## src/rtl/disp_pkg.sv

```systemverilog
package disp_pkg;

    typedef enum logic [1:0] {
        U_INT  = 2'd0,
        U_LSU  = 2'd1,
        U_SYS  = 2'd2,
        U_NONE = 2'd3
    } unit_e;

    typedef enum logic {
        ST_RUN      = 1'b0,
        ST_SER_WAIT = 1'b1
    } disp_state_e;

    function automatic logic unit_blocked(input logic [1:0] unit, input logic [2:0] full);
        logic b;
        unique case (unit)
            U_INT:   b = full[0];
            U_LSU:   b = full[1];
            U_SYS:   b = full[2];
            default: b = 1'b1;
        endcase
        return b;
    endfunction

endpackage

```

## src/rtl/disp_scoreboard.sv

```systemverilog
module disp_scoreboard #(
    parameter int NREG   = 32,
    parameter int NSET   = 2,
    parameter int NQUERY = 6,
    localparam int RW    = $clog2(NREG)
) (
    input  logic              clk,
    input  logic              rst_n,
    input  logic [NSET-1:0]   set_en,
    input  logic [RW-1:0]     set_reg [NSET],
    input  logic              clr_en,
    input  logic [RW-1:0]     clr_reg,
    input  logic [RW-1:0]     q_reg [NQUERY],
    output logic [NQUERY-1:0] q_busy
);

    logic [NREG-1:0] busy_q;
    logic [NREG-1:0] set_mask;
    logic [NREG-1:0] clr_mask;

    always_comb begin
        set_mask = '0;
        for (int i = 0; i < NSET; i++) begin
            if (set_en[i]) set_mask[set_reg[i]] = 1'b1;
        end
        clr_mask = '0;
        if (clr_en) clr_mask[clr_reg] = 1'b1;
    end

    always_ff @(posedge clk or negedge rst_n) begin
        if (!rst_n) busy_q <= '0;
        else        busy_q <= (busy_q & ~clr_mask) | set_mask;
    end

    for (genvar q = 0; q < NQUERY; q++) begin : g_query
        assign q_busy[q] = busy_q[q_reg[q]];
    end

    // a granted writer reads as busy on the following cycle
    a_r4_set_busy: assert property (@(posedge clk) disable iff (!rst_n)
        set_en[0] |=> busy_q[$past(set_reg[0])]);

    // a clear that no set shadows frees the register
    a_r4_clr_free: assert property (@(posedge clk) disable iff (!rst_n)
        (clr_en && !(set_en[0] && set_reg[0] == clr_reg) && !(set_en[1] && set_reg[1] == clr_reg))
        |=> !busy_q[$past(clr_reg)]);

endmodule

```

## src/rtl/disp_inflight.sv

```systemverilog
module disp_inflight #(
    parameter int MAX_INFLIGHT = 8,
    localparam int CW = $clog2(MAX_INFLIGHT + 1)
) (
    input  logic          clk,
    input  logic          rst_n,
    input  logic [1:0]    add,
    input  logic [1:0]    sub,
    output logic [CW-1:0] cnt,
    output logic [CW-1:0] cnt_nxt
);

    assign cnt_nxt = cnt + {{(CW-2){1'b0}}, add} - {{(CW-2){1'b0}}, sub};

    always_ff @(posedge clk or negedge rst_n) begin
        if (!rst_n) cnt <= '0;
        else        cnt <= cnt_nxt;
    end

    // the in-flight count never exceeds its limit
    a_r9_cnt_bound: assert property (@(posedge clk) disable iff (!rst_n)
        cnt <= CW'(MAX_INFLIGHT));

endmodule

```

## src/rtl/dispatch_gate.sv

```systemverilog
module dispatch_gate
    import disp_pkg::*;
#(
    parameter int NREG         = 32,
    parameter int MAX_INFLIGHT = 8,
    localparam int RW          = $clog2(NREG)
) (
    input  logic          clk,
    input  logic          rst_n,
    input  logic          s0_valid,
    input  logic [1:0]    s0_unit,
    input  logic          s0_ra_en,
    input  logic [RW-1:0] s0_ra,
    input  logic          s0_rb_en,
    input  logic [RW-1:0] s0_rb,
    input  logic          s0_rd_en,
    input  logic [RW-1:0] s0_rd,
    input  logic          s0_serial,
    input  logic          s1_valid,
    input  logic [1:0]    s1_unit,
    input  logic          s1_ra_en,
    input  logic [RW-1:0] s1_ra,
    input  logic          s1_rb_en,
    input  logic [RW-1:0] s1_rb,
    input  logic          s1_rd_en,
    input  logic [RW-1:0] s1_rd,
    input  logic          s1_serial,
    input  logic [2:0]    rs_full,
    input  logic          wb_valid,
    input  logic [RW-1:0] wb_reg,
    input  logic [1:0]    retire_cnt,
    output logic [1:0]    grant,
    output logic [1:0]    adv_cnt
);

    localparam int CW = $clog2(MAX_INFLIGHT + 1);
    localparam logic [CW-1:0] CNT_MAX  = CW'(MAX_INFLIGHT);
    localparam logic [CW-1:0] CNT_MAX1 = CW'(MAX_INFLIGHT - 1);

    disp_state_e   state_q, state_nxt;
    logic [5:0]    busy;
    logic [RW-1:0] q_reg [6];
    logic [RW-1:0] set_reg [2];
    logic [1:0]    set_en;
    logic [CW-1:0] cnt, cnt_nxt;
    logic          haz0, haz1, pair_dep, ok0, ok1;

    assign q_reg[0]   = s0_ra;
    assign q_reg[1]   = s0_rb;
    assign q_reg[2]   = s0_rd;
    assign q_reg[3]   = s1_ra;
    assign q_reg[4]   = s1_rb;
    assign q_reg[5]   = s1_rd;
    assign set_reg[0] = s0_rd;
    assign set_reg[1] = s1_rd;
    assign set_en     = {grant[1] & s1_rd_en, grant[0] & s0_rd_en};

    disp_scoreboard #(.NREG(NREG), .NSET(2), .NQUERY(6)) u_sb (
        .clk     (clk),
        .rst_n   (rst_n),
        .set_en  (set_en),
        .set_reg (set_reg),
        .clr_en  (wb_valid),
        .clr_reg (wb_reg),
        .q_reg   (q_reg),
        .q_busy  (busy)
    );

    disp_inflight #(.MAX_INFLIGHT(MAX_INFLIGHT)) u_cnt (
        .clk     (clk),
        .rst_n   (rst_n),
        .add     (adv_cnt),
        .sub     (retire_cnt),
        .cnt     (cnt),
        .cnt_nxt (cnt_nxt)
    );

    // readiness of each slot, independent of controller state
    always_comb begin
        haz0 = (s0_ra_en & busy[0]) | (s0_rb_en & busy[1]) | (s0_rd_en & busy[2]);
        haz1 = (s1_ra_en & busy[3]) | (s1_rb_en & busy[4]) | (s1_rd_en & busy[5]);
        pair_dep = s0_rd_en & ((s1_ra_en & (s1_ra == s0_rd)) |
                               (s1_rb_en & (s1_rb == s0_rd)) |
                               (s1_rd_en & (s1_rd == s0_rd)));
        ok0 = s0_valid & ~haz0 & ~unit_blocked(s0_unit, rs_full) &
              (cnt < CNT_MAX) & (~s0_serial | (cnt == '0));
        ok1 = s1_valid & ~haz1 & ~pair_dep & ~unit_blocked(s1_unit, rs_full) &
              (cnt < CNT_MAX1) & ~s0_serial & ~s1_serial & (s1_unit != s0_unit);
    end

    // state register
    always_ff @(posedge clk or negedge rst_n) begin
        if (!rst_n) state_q <= ST_RUN;
        else        state_q <= state_nxt;
    end

    // outputs and next state
    always_comb begin
        grant     = 2'b00;
        state_nxt = state_q;
        unique case (state_q)
            ST_RUN: begin
                grant = {ok0 & ok1, ok0};
                if (ok0 && s0_serial) state_nxt = ST_SER_WAIT;
            end
            ST_SER_WAIT: begin
                if (cnt_nxt == '0) state_nxt = ST_RUN;
            end
            default: state_nxt = ST_RUN;
        endcase
        adv_cnt = {1'b0, grant[0]} + {1'b0, grant[1]};
    end

    // slot 1 never leaves ahead of slot 0
    a_r1_in_order: assert property (@(posedge clk) disable iff (!rst_n)
        grant[1] |-> grant[0]);

    // a serializing grant is never paired
    a_r7_serial_alone: assert property (@(posedge clk) disable iff (!rst_n)
        (grant[0] && s0_serial) |-> !grant[1]);

    // the cycle after a serializing grant is silent
    a_r8_quiet_after: assert property (@(posedge clk) disable iff (!rst_n)
        (grant[0] && s0_serial) |=> (grant == 2'b00));

endmodule

```

## config.mk

```make
export PLATFORM = sky130hd
export DESIGN_NAME = dispatch_gate
export DESIGN_NICKNAME = d
export VERILOG_FILES = /design/src/rtl/disp_pkg.sv /design/src/rtl/disp_scoreboard.sv /design/src/rtl/disp_inflight.sv /design/src/rtl/dispatch_gate.sv
export SDC_FILE = /design/constraint.sdc
export NUM_CORES = 1
export LEC_CHECK = 0
export ABC_AREA = 1
export BUFFER_PORTS_ARGS = -buffer_cell sky130_fd_sc_hd__buf_2
export CORE_MARGIN = 5
export CORE_UTILIZATION = 47
export CTS_BUF_LIST = sky130_fd_sc_hd__clkbuf_16
export CTS_CLUSTER_DIAMETER = 40
export DETAILED_ROUTE_END_ITERATION = 16
export PLACE_DENSITY_LB_ADDON = 0.3
export RECOVER_POWER = 50
export SYNTH_ARGS = -nofsm -noshare
export SYNTH_HDL_FRONTEND = slang
export SYNTH_SLANG_ARGS = --single-unit
```

## constraint.sdc

```tcl
create_clock -name clk -period 7.2 [get_ports clk]
set_clock_uncertainty 0.2 [all_clocks]
set_input_delay 1.08 -clock clk [delete_from_list [all_inputs] [get_ports clk]]
set_output_delay 1.08 -clock clk [all_outputs]
set_load 0.02 [all_outputs]
```

==> impl_metrics.tcl <==
set metrics [dict create \
    status "finished with violations" \
    violations "capacitance limit, slew limit" \
    syn_inst 909 \
    fillers 1135 \
    min_to "state_q" \
    gr-total-overflow 0 \
    yosysTopAreaCell "nand2_1" \
    cts_max_level 2 \
    fin_crit_ns 4.958 \
    post_cts_resized 0 \
    ys_types 36 \
    chipWidth_um 112.5 \
    die_h_um 112.5 \
    cts_hold_buf 0 \
    vias 6220 \
    ir_drop_mv 0.1146 \
    dieArea_mm2 0.01267 \
    worstMarginPinSlew_ns 2.105 \
    finalCoreUtilization 0.5142 \
    cts_tree "done" \
    nNetsFinal 1000 \
    min_path_cells 2 \
    ys.flop_type "dfrtp_1" \
    dp_hpwl_mm 13.01 \
    worstPathRequired_ns 7.17 \
    synth.most_common_cell "nand2_1" \
    grt_max_degree 38 \
    slew-limit-headroom -0.4083 \
    first_pass_iters 6 \
    busiest_layer "met2" \
    syn-cell-area_mm2 0.004942 \
    path_clk_slew_ns 0.06 \
    synth_top_area_share 0.2552 \
    r2r_slack_ns 3.06 \
    rr_worst_depth 15 \
    use_met2 0.4202 \
    post_cts_buffers 0 \
    ys_ff_latch 37 \
    fin_area_mm2 0.005285 \
    drcViolationCount 0 \
    num_rows 37 \
    pwr_density_cell_mw_per_mm2 183.1 \
    grt_antenna_before_repair 0 \
    place_area_mm2 0.005124 \
    min_path_type "reg -> reg" \
    drtIter0Drc 856 \
    final_hold_viol_count 0 \
    viasPerCell 5.808 \
    final_max_slew_viol_count 71 \
    fmax_mhz 201.7 \
    drive_gt1_frac 0.09198 \
    initial_core_util 0.4809 \
    reg2reg_to "state_q" \
    maxCapViolCount 2 \
    portBuffers 60 \
    synth_area_leaders "nand2_1 (26%), dfrtp_1 (19%), nand3_1 (11%)" \
    clock-root-buffer "clkbuf_16" \
    synth_edf_count 0 \
    critPathLaunchType "input pin" \
    rsz0062_at_grt "no" \
    leakage_nw 2.599 \
    pin_count 61 \
    seq_area_frac_synth 0.1873 \
    drt-total-wl_mm 18.60 \
    wl_per_cell_um 17.37 \
    finalSetupTns_ns 0 \
    syn_avg_cell_area_um2 5.437 \
    path_max_fanout 13 \
    met1_usage 0.4009 \
    grt_pass1_wl_mm 28.94 \
    synth_common_cells "nand2_1 (336), nor2_1 (138), nand3_1 (113)" \
    clock_latency_ns 0.29 \
    post-place-ws_ns 2.029 \
    core_area_mm2 0.01028 \
    cts.sinks 37 \
    gr-usage-met3 0.05499 \
    place.gp.congestion 1.024 \
    clk_path_buf_depth 2 \
    worst_slack_ns 2.242 \
    cts_made_buffers 5 \
    r2r-start "u_cnt.cnt[3]" \
    grt_pass1_vias 5479 \
    finalCritPeriodShare 0.6886 \
    final-setup-viol-count 0 \
    critPathArrivalTime_ns 4.92 \
    area_growth_pct 6.937 \
    synth_warnings 0 \
    p_total_mw 0.9676 \
    hp-start "state_q" \
    grt_usage 0.2829 \
    synthArstFlopShare 1.000 \
    synth_nets 975 \
    endpoint_kind "register" \
    critPathKind "in -> reg" \
    antenna_cells 0 \
    ant_nets 0 \
]
-- how the worst max path moves through the flow --
| stage | from | end | slack [ns] | cells after the start |
|---|---|---|---|---|
| floorplan | s0_ra[0] | state_q | 2.03 | 19 |
| global placement | s0_rd[0] | state_q | 2.10 | 20 |
| detailed placement | s0_rd[0] | state_q | 2.03 | 20 |
| CTS | s0_rd[0] | state_q | 2.35 | 20 |
| global route | s1_rd[0] | state_q | 1.88 | 23 |
| finish | s1_rd[0] | state_q | 2.24 | 20 |
-- state kept, by name, indices dropped and copies added (netlist names) --
register and cells:
state_q 1, u_cnt.cnt 4, u_sb.busy_q 32
-- through the flow --
step	hold WS [ns]	cells
final	0.3091	1071
after global routing	0.3615	1071
after CTS	0.3128	1071
after detailed placement	0.2981	1063
after global placement	0.2875	1063
after floorplan	0.2614	909
-- layer usage --
| metal | up-vias | wire, um |
|---|---|---|
| met4 | 0 | 757 |
| met1 | 2755 | 7638 |
| met2 | 422 | 7741 |
| met3 | 59 | 2466 |
| li1 | 2984 | - |
| met5 | - | 0 |
-- cell families after synthesis --
kind of cell               after synthesis  synth area share
xor gates and xnor gates                 4          0.007090
adders and majority gates                9           0.02582
DFF                                     37            0.1873
AOI/OAI and AO/OA                       75           0.08658
buffers and inverters                  120            0.1190
and+or+nand+nor                        664            0.5742
-- power by group --
part	internal [mW]	total [mW]	switching, mW	leakage (nW)
clock network	0.164	0.259	0.0950	0.0800
registers	0.249	0.340	0.0913	0.467
logic	0.130	0.368	0.239	2.05
-- worst max-delay path: stages --
cell and delay (ns):
clkbuf_1 0.51, nor2_2 0.20, inv_2 0.27, nor2_1 0.07, nor2_1 0.10, nand2_1 0.06, nand2_1 0.07, nand2_1 0.05
nor2_1 0.10, nand2_1 0.07, nand2_1 0.08, nand2_1 0.08, nor4_1 0.33, ha_1 0.22, inv_1 0.06, fa_1 0.51
fa_1 0.55, inv_1 0.05, o41ai_1 0.38, nand2_1 0.09
-- final cells by class --
class	count	area, um2	area share
Multi-Input combinational cell	752	3421	0.6473
Clock inverter	3	46.29	0.008759
Timing Repair Buffer	61	305.3	0.05777
Inverter	77	291.5	0.05516
Sequential cell	37	925.9	0.1752
Clock buffer	5	125.1	0.02367
Tap cell	136	170.2	0.03220
-- cells in the final DEF, fill, tap and decap left out --
cell and count:
nand2_1 336, nor2_1 139, nand3_1 113, inv_1 67, buf_2 58, a21oi_1 37
nand4_1 37, dfrtp_1 37, nor3_1 29, o21ai_0 15, a21boi_0 13, inv_2 9
ha_1 7, o21ai_1 5, clkbuf_16 5, nor3_2 2, xor2_1 2, nor2_2 2
xnor2_1 2, fa_1 2, clkbuf_1 2, nand3b_1 1, a211oi_1 1, a21oi_4 1
nand2_4 1, nor2_8 1, o22ai_1 1, inv_4 1, a31oi_1 1, nand2_2 1
nor4_1 1, nand4_4 1, o41ai_1 1, bufinv_16 1, clkinv_4 1, clkinvlp_4 1
buf_4 1
No activity file was read; power rests on OpenSTA's default activity.
